File: src/rtl/qrs_pkg.sv
package qrs_pkg;
  localparam int unsigned NLANE = 4;

  typedef enum logic [1:0] {
    QOP_SUM   = 2'd0,
    QOP_PROD  = 2'd1,
    QOP_SPLIT = 2'd2,
    QOP_RSVD  = 2'd3
  } qop_e;
endpackage

File: src/rtl/qrs_add_tree.sv
module qrs_add_tree #(
  parameter int unsigned DW = 32
) (
  input  logic [3:0][DW-1:0] elems,
  output logic [DW-1:0]      total
);
  logic [1:0][DW-1:0] pair_sum;

  // first level: two independent adders
  for (genvar j = 0; j < 2; j++) begin : g_lvl1
    assign pair_sum[j] = elems[2*j] + elems[2*j+1];
  end

  // second level closes the tree; carry out of bit DW-1 is dropped
  assign total = pair_sum[0] + pair_sum[1];
endmodule

File: src/rtl/qrs_mul_pair.sv
module qrs_mul_pair #(
  parameter int unsigned DW = 32
) (
  input  logic [3:0][DW-1:0] elems,
  output logic [1:0][DW-1:0] partial
);
  // only the low DW bits of each factor affect the low DW bits of the final product
  for (genvar j = 0; j < 2; j++) begin : g_pair
    assign partial[j] = elems[2*j] * elems[2*j+1];
  end
endmodule

File: src/rtl/qrs_field_split.sv
module qrs_field_split #(
  parameter int unsigned DW = 32,
  parameter int unsigned WW = 6
) (
  input  logic [DW-1:0]      src,
  input  logic [WW-1:0]      width,
  output logic [3:0][DW-1:0] lanes,
  output logic               bad_width
);
  localparam int unsigned SW = WW + 2;

  logic [SW-1:0] wide_w;
  logic [DW-1:0] field_mask;

  assign wide_w    = {2'b00, width};
  assign bad_width = (width == '0) || ((wide_w << 2) > SW'(DW));
  assign field_mask = bad_width ? '0 : ({DW{1'b1}} >> (SW'(DW) - wide_w));

  for (genvar i = 0; i < 4; i++) begin : g_lane
    logic [SW-1:0] shamt;
    assign shamt    = SW'(i) * wide_w;
    assign lanes[i] = bad_width ? '0 : ((src >> shamt) & field_mask);
  end
endmodule

File: src/rtl/quad_reduce_split.sv
module quad_reduce_split
  import qrs_pkg::*;
#(
  parameter int unsigned DW = 32,
  parameter int unsigned WW = 6
) (
  input  logic                clk,
  input  logic                rst_n,
  input  logic                in_valid,
  output logic                in_ready,
  input  logic [1:0]          in_op,
  input  logic [WW-1:0]       in_width,
  input  logic [3:0][DW-1:0]  in_elems,
  output logic                out_valid,
  input  logic                out_ready,
  output logic [3:0][DW-1:0]  out_data,
  output logic                out_err
);
  // ---------------- stage 1 datapath ----------------
  logic [DW-1:0]      tree_sum;
  logic [1:0][DW-1:0] prod_part;
  logic [3:0][DW-1:0] split_lanes;
  logic               split_bad;

  qrs_add_tree #(.DW(DW)) u_tree (
    .elems (in_elems),
    .total (tree_sum)
  );

  qrs_mul_pair #(.DW(DW)) u_mul (
    .elems   (in_elems),
    .partial (prod_part)
  );

  qrs_field_split #(.DW(DW), .WW(WW)) u_split (
    .src       (in_elems[0]),
    .width     (in_width),
    .lanes     (split_lanes),
    .bad_width (split_bad)
  );

  qop_e               op_in;
  logic [3:0][DW-1:0] s1_next;
  logic               s1_err_next;

  assign op_in = qop_e'(in_op);

  always_comb begin
    s1_next     = '0;
    s1_err_next = 1'b0;
    unique case (op_in)
      QOP_SUM:   s1_next[0] = tree_sum;
      QOP_PROD:  begin
        s1_next[0] = prod_part[0];
        s1_next[1] = prod_part[1];
      end
      QOP_SPLIT: begin
        s1_next     = split_lanes;
        s1_err_next = split_bad;
      end
      default:   s1_err_next = 1'b1;
    endcase
  end

  // ---------------- pipeline control ----------------
  logic               s1_valid;
  qop_e               s1_op;
  logic               s1_err;
  logic [3:0][DW-1:0] s1_data;
  qop_e               out_op;
  logic               s2_adv;
  logic               in_fire;

  assign s2_adv   = !out_valid || out_ready;
  assign in_ready = !s1_valid || s2_adv;
  assign in_fire  = in_valid && in_ready;

  always_ff @(posedge clk or negedge rst_n) begin
    if (!rst_n) begin
      s1_valid <= 1'b0;
    end else if (in_ready) begin
      s1_valid <= in_valid;
    end
  end

  always_ff @(posedge clk) begin
    if (in_fire) begin
      s1_op   <= op_in;
      s1_err  <= s1_err_next;
      s1_data <= s1_next;
    end
  end

  // ---------------- stage 2: closing multiply ----------------
  logic [3:0][DW-1:0] s2_next;

  always_comb begin
    s2_next = s1_data;
    if (s1_op == QOP_PROD) begin
      s2_next    = '0;
      s2_next[0] = s1_data[0] * s1_data[1];
    end
  end

  always_ff @(posedge clk or negedge rst_n) begin
    if (!rst_n) begin
      out_valid <= 1'b0;
    end else if (s2_adv) begin
      out_valid <= s1_valid;
    end
  end

  always_ff @(posedge clk) begin
    if (s2_adv && s1_valid) begin
      out_data <= s2_next;
      out_err  <= s1_err;
      out_op   <= s1_op;
    end
  end

  // ---------------- checks ----------------

  out_hold_chk: assert property (@(posedge clk) disable iff (!rst_n)
    (out_valid && !out_ready) |=> (out_valid && $stable(out_data) && $stable(out_err)));


  err_zero_chk: assert property (@(posedge clk) disable iff (!rst_n)
    (out_valid && out_err) |-> (out_data == '0));


  reduce_lanes_chk: assert property (@(posedge clk) disable iff (!rst_n)
    (out_valid && (out_op == QOP_SUM || out_op == QOP_PROD))
      |-> (!out_err && out_data[1] == '0 && out_data[2] == '0 && out_data[3] == '0));


  accept_fill_chk: assert property (@(posedge clk) disable iff (!rst_n)
    in_fire |=> s1_valid);


  drain_chk: assert property (@(posedge clk) disable iff (!rst_n)
    (s1_valid && s2_adv) |=> out_valid);
endmodule

File: config.mk
export PLATFORM = sky130hd
export DESIGN_NAME = quad_reduce_split
export DESIGN_NICKNAME = d
export VERILOG_FILES = /design/src/rtl/qrs_pkg.sv /design/src/rtl/qrs_add_tree.sv /design/src/rtl/qrs_mul_pair.sv /design/src/rtl/qrs_field_split.sv /design/src/rtl/quad_reduce_split.sv
export SDC_FILE = /design/constraint.sdc
export NUM_CORES = 2
export LEC_CHECK = 0
export CAP_MARGIN = 15
export CORE_MARGIN = 10
export CORE_UTILIZATION = 40
export DETAILED_ROUTE_END_ITERATION = 12
export PLACE_DENSITY = 0.62
export SLEW_MARGIN = 25
export SYNTH_ARGS = -nofsm -noshare
export SYNTH_HDL_FRONTEND = slang
export SYNTH_SLANG_ARGS = --single-unit
File: constraint.sdc
create_clock -name clk -period 7.5 [get_ports clk]
set_input_delay 0.75 -clock clk [delete_from_list [all_inputs] [get_ports clk]]
set_output_delay 0.75 -clock clk [all_outputs]
set_load 0.005 [all_outputs]
Yosys cells after proc, flatten, opt, wreduce, memory -nomap -nowiden
Cells that the tools add are included.
- add/subtract/negate cells: 4
- multiply operators: 4
- magnitude comparators: 1
- equal/unequal tests: 3
- shift-type cells: 4
- muxes and demuxes: 7
- bitwise operators: 5
- reduce and logical (&&, ||, !) cells: 11
- operators with widths (kind ; count):
    $and 32x32->32 ; 4
    $mux 32 ; 4
    $add 32x32->32 ; 3
    $mul 32x32->32 ; 3
    $pmux 32 s3 ; 1
    $pmux 32 s2 ; 1
    $shr 32x6->32 ; 1
    $shr 32x7->32 ; 1
    $shr 32x8->32 ; 1
    $shr 32x8->32 const A ; 1
    $gt 8x6->1 const B ; 1
    $mul 2x6->8 const A ; 1
    $sub 6x6->7 const A ; 1
    $logic_not 6->1 ; 1
    $eq 2x1->1 const B ; 2
    $reduce_or 2->1 ; 2
    $logic_or 1x1->1 ; 3
    $eq 2x2->1 const B ; 1
    $logic_and 1x1->1 ; 2
    $logic_not 1->1 ; 2
    $logic_not 2->1 ; 1
    $pmux 1 s2 ; 1
    $not 1->1 ; 1
- register bits: 262
- logic and storage cells: 52

Depth between registers and ports, before layout
- word-level depth: 6
- depth in mapped cells: 28
- gate-level depth less buffers: 26

Cells and area by module
Synthesis repeated with hierarchy kept, for this count alone.
- cells, all modules: 7229
- area total of the unflattened synthesis: 67503.5 um^2
- by module, submodules not included (module ; times used ; cells each ; area each (um^2) ; sequential area each (um^2)):
    qrs_mul_pair ; 1 ; 3507 ; 31328.8 ; 0.0
    quad_reduce_split ; 1 ; 2424 ; 26112.5 ; 7857.5
    qrs_field_split ; 1 ; 847 ; 6627.6 ; 0.0
    qrs_add_tree ; 1 ; 451 ; 3434.5 ; 0.0

Worst setup path before layout
OpenSTA, ideal clock, no wires.
- path kind: input port to flip-flop
- from: input in_elems[12] (netlist bit)
- to: register s1_data[27] (netlist bit) (data pin)
- arrival time: 7.167 ns
- data required time: 7.230 ns
- path slack: 0.063 ns
- cell stages on the path: 26
- buffers on the path: 3
- cell sequence: clkbuf_1 -> clkbuf_1 -> clkbuf_1 -> nand2_1 -> fa_1 -> inv_1 -> fa_1 -> fa_1 -> inv_1 -> fa_1 -> inv_1 -> fa_1 -> fa_1 -> fa_1 -> fa_1 -> ha_1 -> a21oi_1 -> o21bai_1 -> a21o_1 -> a21o_1 -> a21o_1 -> a31o_2 -> a21oi_1 -> xnor2_1 -> a32oi_1 -> a21oi_1
- RTL lines (element ; RTL line ; text):
    from (decl) ; quad_reduce_split.sv:13 ; input logic [3:0][DW-1:0] in_elems,
    to (signal assigned) ; quad_reduce_split.sv:90 ; s1_data <= s1_next;
    to (decl) ; quad_reduce_split.sv:69 ; logic [3:0][DW-1:0] s1_data;

==> flow_metrics.env <==
export IMPL_status="finished clean"
export IMPL_numCtsBuffers=29
export IMPL_finalSetupViolations=0
export IMPL_path_clk_slew_ps=70
export IMPL_clk_latency_ps=630
export IMPL_track_usage=0.254
export IMPL_ys_seq_area_frac=0.121
export IMPL_dieWidth_um=423
export IMPL_cts_tree="yes"
export IMPL_syn_area_per_cell_um2=9.17
export IMPL_final_cell_mix="1,317 x inv_1, 1,285 x fa_1, 1,080 x nand2_1"
export IMPL_drt_pass1_iterations=6
export IMPL_drive_gt1_frac=0.109
export IMPL_antenna_found_initial=8
export IMPL_relSlewSlack=0.117
export IMPL_die_area_um2=179000
export IMPL_clock_sinks=262
export IMPL_vias=51870
export IMPL_min_period_ps=7280
export IMPL_final_common_cell="inv_1"
export IMPL_whs_ps=289
export IMPL_cts_htree_levels=1
export IMPL_wl_per_cell_um=23.3
export IMPL_hpwl_um=189000
export IMPL_max_freq_ghz=0.137
export IMPL_fin_worst_skew_ps=23.6
export IMPL_die_height_um=423
export IMPL_overflow=0
export IMPL_num_rows=147
export IMPL_nFillCells=15309
export IMPL_synth_edf_count=260
export IMPL_start_util=0.404
export IMPL_crit_top_cell="fa_1"
export IMPL_synth_cell_types=96
export IMPL_synthCells=7096
export IMPL_place_gp_congestion=0.977
export IMPL_critPathArrivalTime_ps=7630
export IMPL_worstHoldPathType="in -> async"
export IMPL_hold_viol_final=0
export IMPL_io_pin_count=271
export IMPL_cpMaxStageDelayCell="fa_1"
export IMPL_maxCapViolCount=0
export IMPL_ys_warn_count=0
export IMPL_post_route_period_util=0.971
export IMPL_core_area_um2=161000
export IMPL_finalMaxSlewViolations=0
export IMPL_cts_buffer_depth=3
export IMPL_cp_required_ps=7850
export IMPL_io_buffers=270
export IMPL_rsz0062_at_grt="yes"
export IMPL_netlist_area_um2=65100
export IMPL_critPathMaxFanout=4
export IMPL_grt_pass1_wl_um=349000
export IMPL_cp_start_kind="flop"
export IMPL_synthesis_nets=8957
export IMPL_final_nets=9535
export IMPL_synthFlopType="edfxtp_1"
export IMPL_first_global_vias=55924
export IMPL_root_buffer="clkbuf_16"
export IMPL_cp_end_kind="flop"
export IMPL_worstMarginPinSlew_ps=1320
export IMPL_route_detailed_drc=0
export IMPL_ys_async_sr_fraction=0.00763
export IMPL_synth_seq_cells=262
export IMPL_via_per_inst=5.26
export IMPL_grt_max_degree=130
export IMPL_drt_initial_drc_count=4413
export IMPL_drtAntennaViolNets=0
export IMPL_wl_um=229000
export IMPL_critPathKind="reg -> reg"
export IMPL_area_delta_synth_final_pct=17.7
export IMPL_slowest_delay_ps=540
## cells in the mapped netlist, types with 15 or more instances
master | instances | area share
o22ai_1 | 28 | 0.0027
inv_1 | 1318 | 0.076
nor2b_1 | 41 | 0.0039
nand2b_1 | 27 | 0.0026
xnor2_1 | 226 | 0.030
and2_1 | 852 | 0.082
o21ai_0 | 128 | 0.0098
o21a_1 | 25 | 0.0029
o21ai_1 | 18 | 0.0014
buf_2 | 15 | 0.0012
a31oi_1 | 19 | 0.0018
nor3_1 | 45 | 0.0035
and3_1 | 34 | 0.0033
xor2_1 | 70 | 0.0094
fa_1 | 1287 | 0.40
mux2_2 | 19 | 0.0033
ha_1 | 434 | 0.083
nand2_1 | 1081 | 0.062
nor2_1 | 181 | 0.010
a21o_1 | 53 | 0.0061
edfxtp_1 | 260 | 0.12
a211oi_1 | 31 | 0.0036
a21oi_1 | 177 | 0.014
a32oi_1 | 28 | 0.0038
clkbuf_1 | 367 | 0.021
mux4_2 | 20 | 0.0069
mux2i_1 | 43 | 0.0066
nand3_1 | 40 | 0.0031
## path summary, 6_finish.rpt
check                                      start                      to  slack, ps  depth (start not counted)
setup / recovery           s1_data[37]$_DFFE_PP_  out_data[30]$_DFFE_PP_        220                         27
hold / removal                             rst_n   out_valid$_DFFE_PN0P_        290                          1
setup reg to reg           s1_data[37]$_DFFE_PP_  out_data[30]$_DFFE_PP_        220                         27
hold reg to reg                 s1_err$_DFFE_PP_       out_err$_DFFE_PP_        440                          0
max in group asynchronous                  rst_n    s1_valid$_DFFE_PN0N_       7090                          1
min in group clk                s1_err$_DFFE_PP_       out_err$_DFFE_PP_        440                          0
## per-stage QoR
step | instance area (um^2) | cells | utilization | setup WS [ps] | TNS (ps)
5_1_grt | 76600 | 9858 | 0.476 | -24.5 | -48.2
2_1_floorplan | 65100 | 7096 | - | 63.1 | 0
3_5_place_dp | 75100 | 9782 | 0.466 | -568 | -10420
4_1_cts | 76200 | 9840 | 0.473 | 41.9 | 0
3_3_place_gp | 75100 | 9782 | 0.466 | -466 | -8500
6_report | 76600 | 9859 | 0.476 | 219 | 0
## worst max-delay path, delay by kind of cell (launching register included)
kind                       cells  cell delay [ps]
AOI/OAI and AO/OA              7             1060
xor gates and xnor gates       1              160
adders and majority gates      9             3990
buffers and inverters          8              750
DFF                            1              500
and+or+nand+nor                2              520
## kinds of logic after synthesis
| family | after synthesis | share of synthesized area |
|---|---|---|
| AND/OR/NAND/NOR | 2366 | 0.178 |
| buffers and inverters | 1721 | 0.100 |
| adder cells (fa/ha/maj) | 1721 | 0.479 |
| AO/OA/AOI/OAI | 648 | 0.0652 |
| XOR/XNOR | 296 | 0.0398 |
| flip-flops | 262 | 0.121 |
| multiplexers | 82 | 0.0168 |
## state kept, by name (all words and copies together), names as in the netlist
| name | flops |
|---|---|
| s1_err | 1 |
| out_valid | 1 |
| out_data | 128 |
| s1_op | 2 |
| out_err | 1 |
| s1_data | 128 |
| s1_valid | 1 |
## routing by layer
layer / GRT usage / wire length (um) / share of wire
met1: 0.331 / 92500 / 0.40
met2: 0.421 / 107000 / 0.47
met3: 0.0372 / 17100 / 0.075
met4: 0.109 / 12400 / 0.054
met5: 0 / 23 / 0.00010
## timing repair
item | CTS | global route
hold buffers | 0 | 0
endpoints found under the hold margin | 0 | 0
cloned | 0 | 3
setup buffers | 4 | 14
resized for setup | 2 | 52
pin swaps | 0 | 21
setup endpoints to repair | 2 | 15
## area by class of cell
class / count / area, um^2 / share of cell area
Tap cell: 2160 / 2700 / 0.0353
Multi-Input combinational cell: 5113 / 50900 / 0.665
Inverter: 1322 / 4960 / 0.0648
Antenna cell: 2 / 5.00 / 0.0000653
Sequential cell: 262 / 7860 / 0.103
Timing Repair Buffer: 946 / 9140 / 0.119
Clock buffer: 32 / 737 / 0.00962
Clock inverter: 22 / 284 / 0.00371
Power is not shown: default switching activity piles up to over one toggle a cycle in this logic, so the estimate is an artifact.
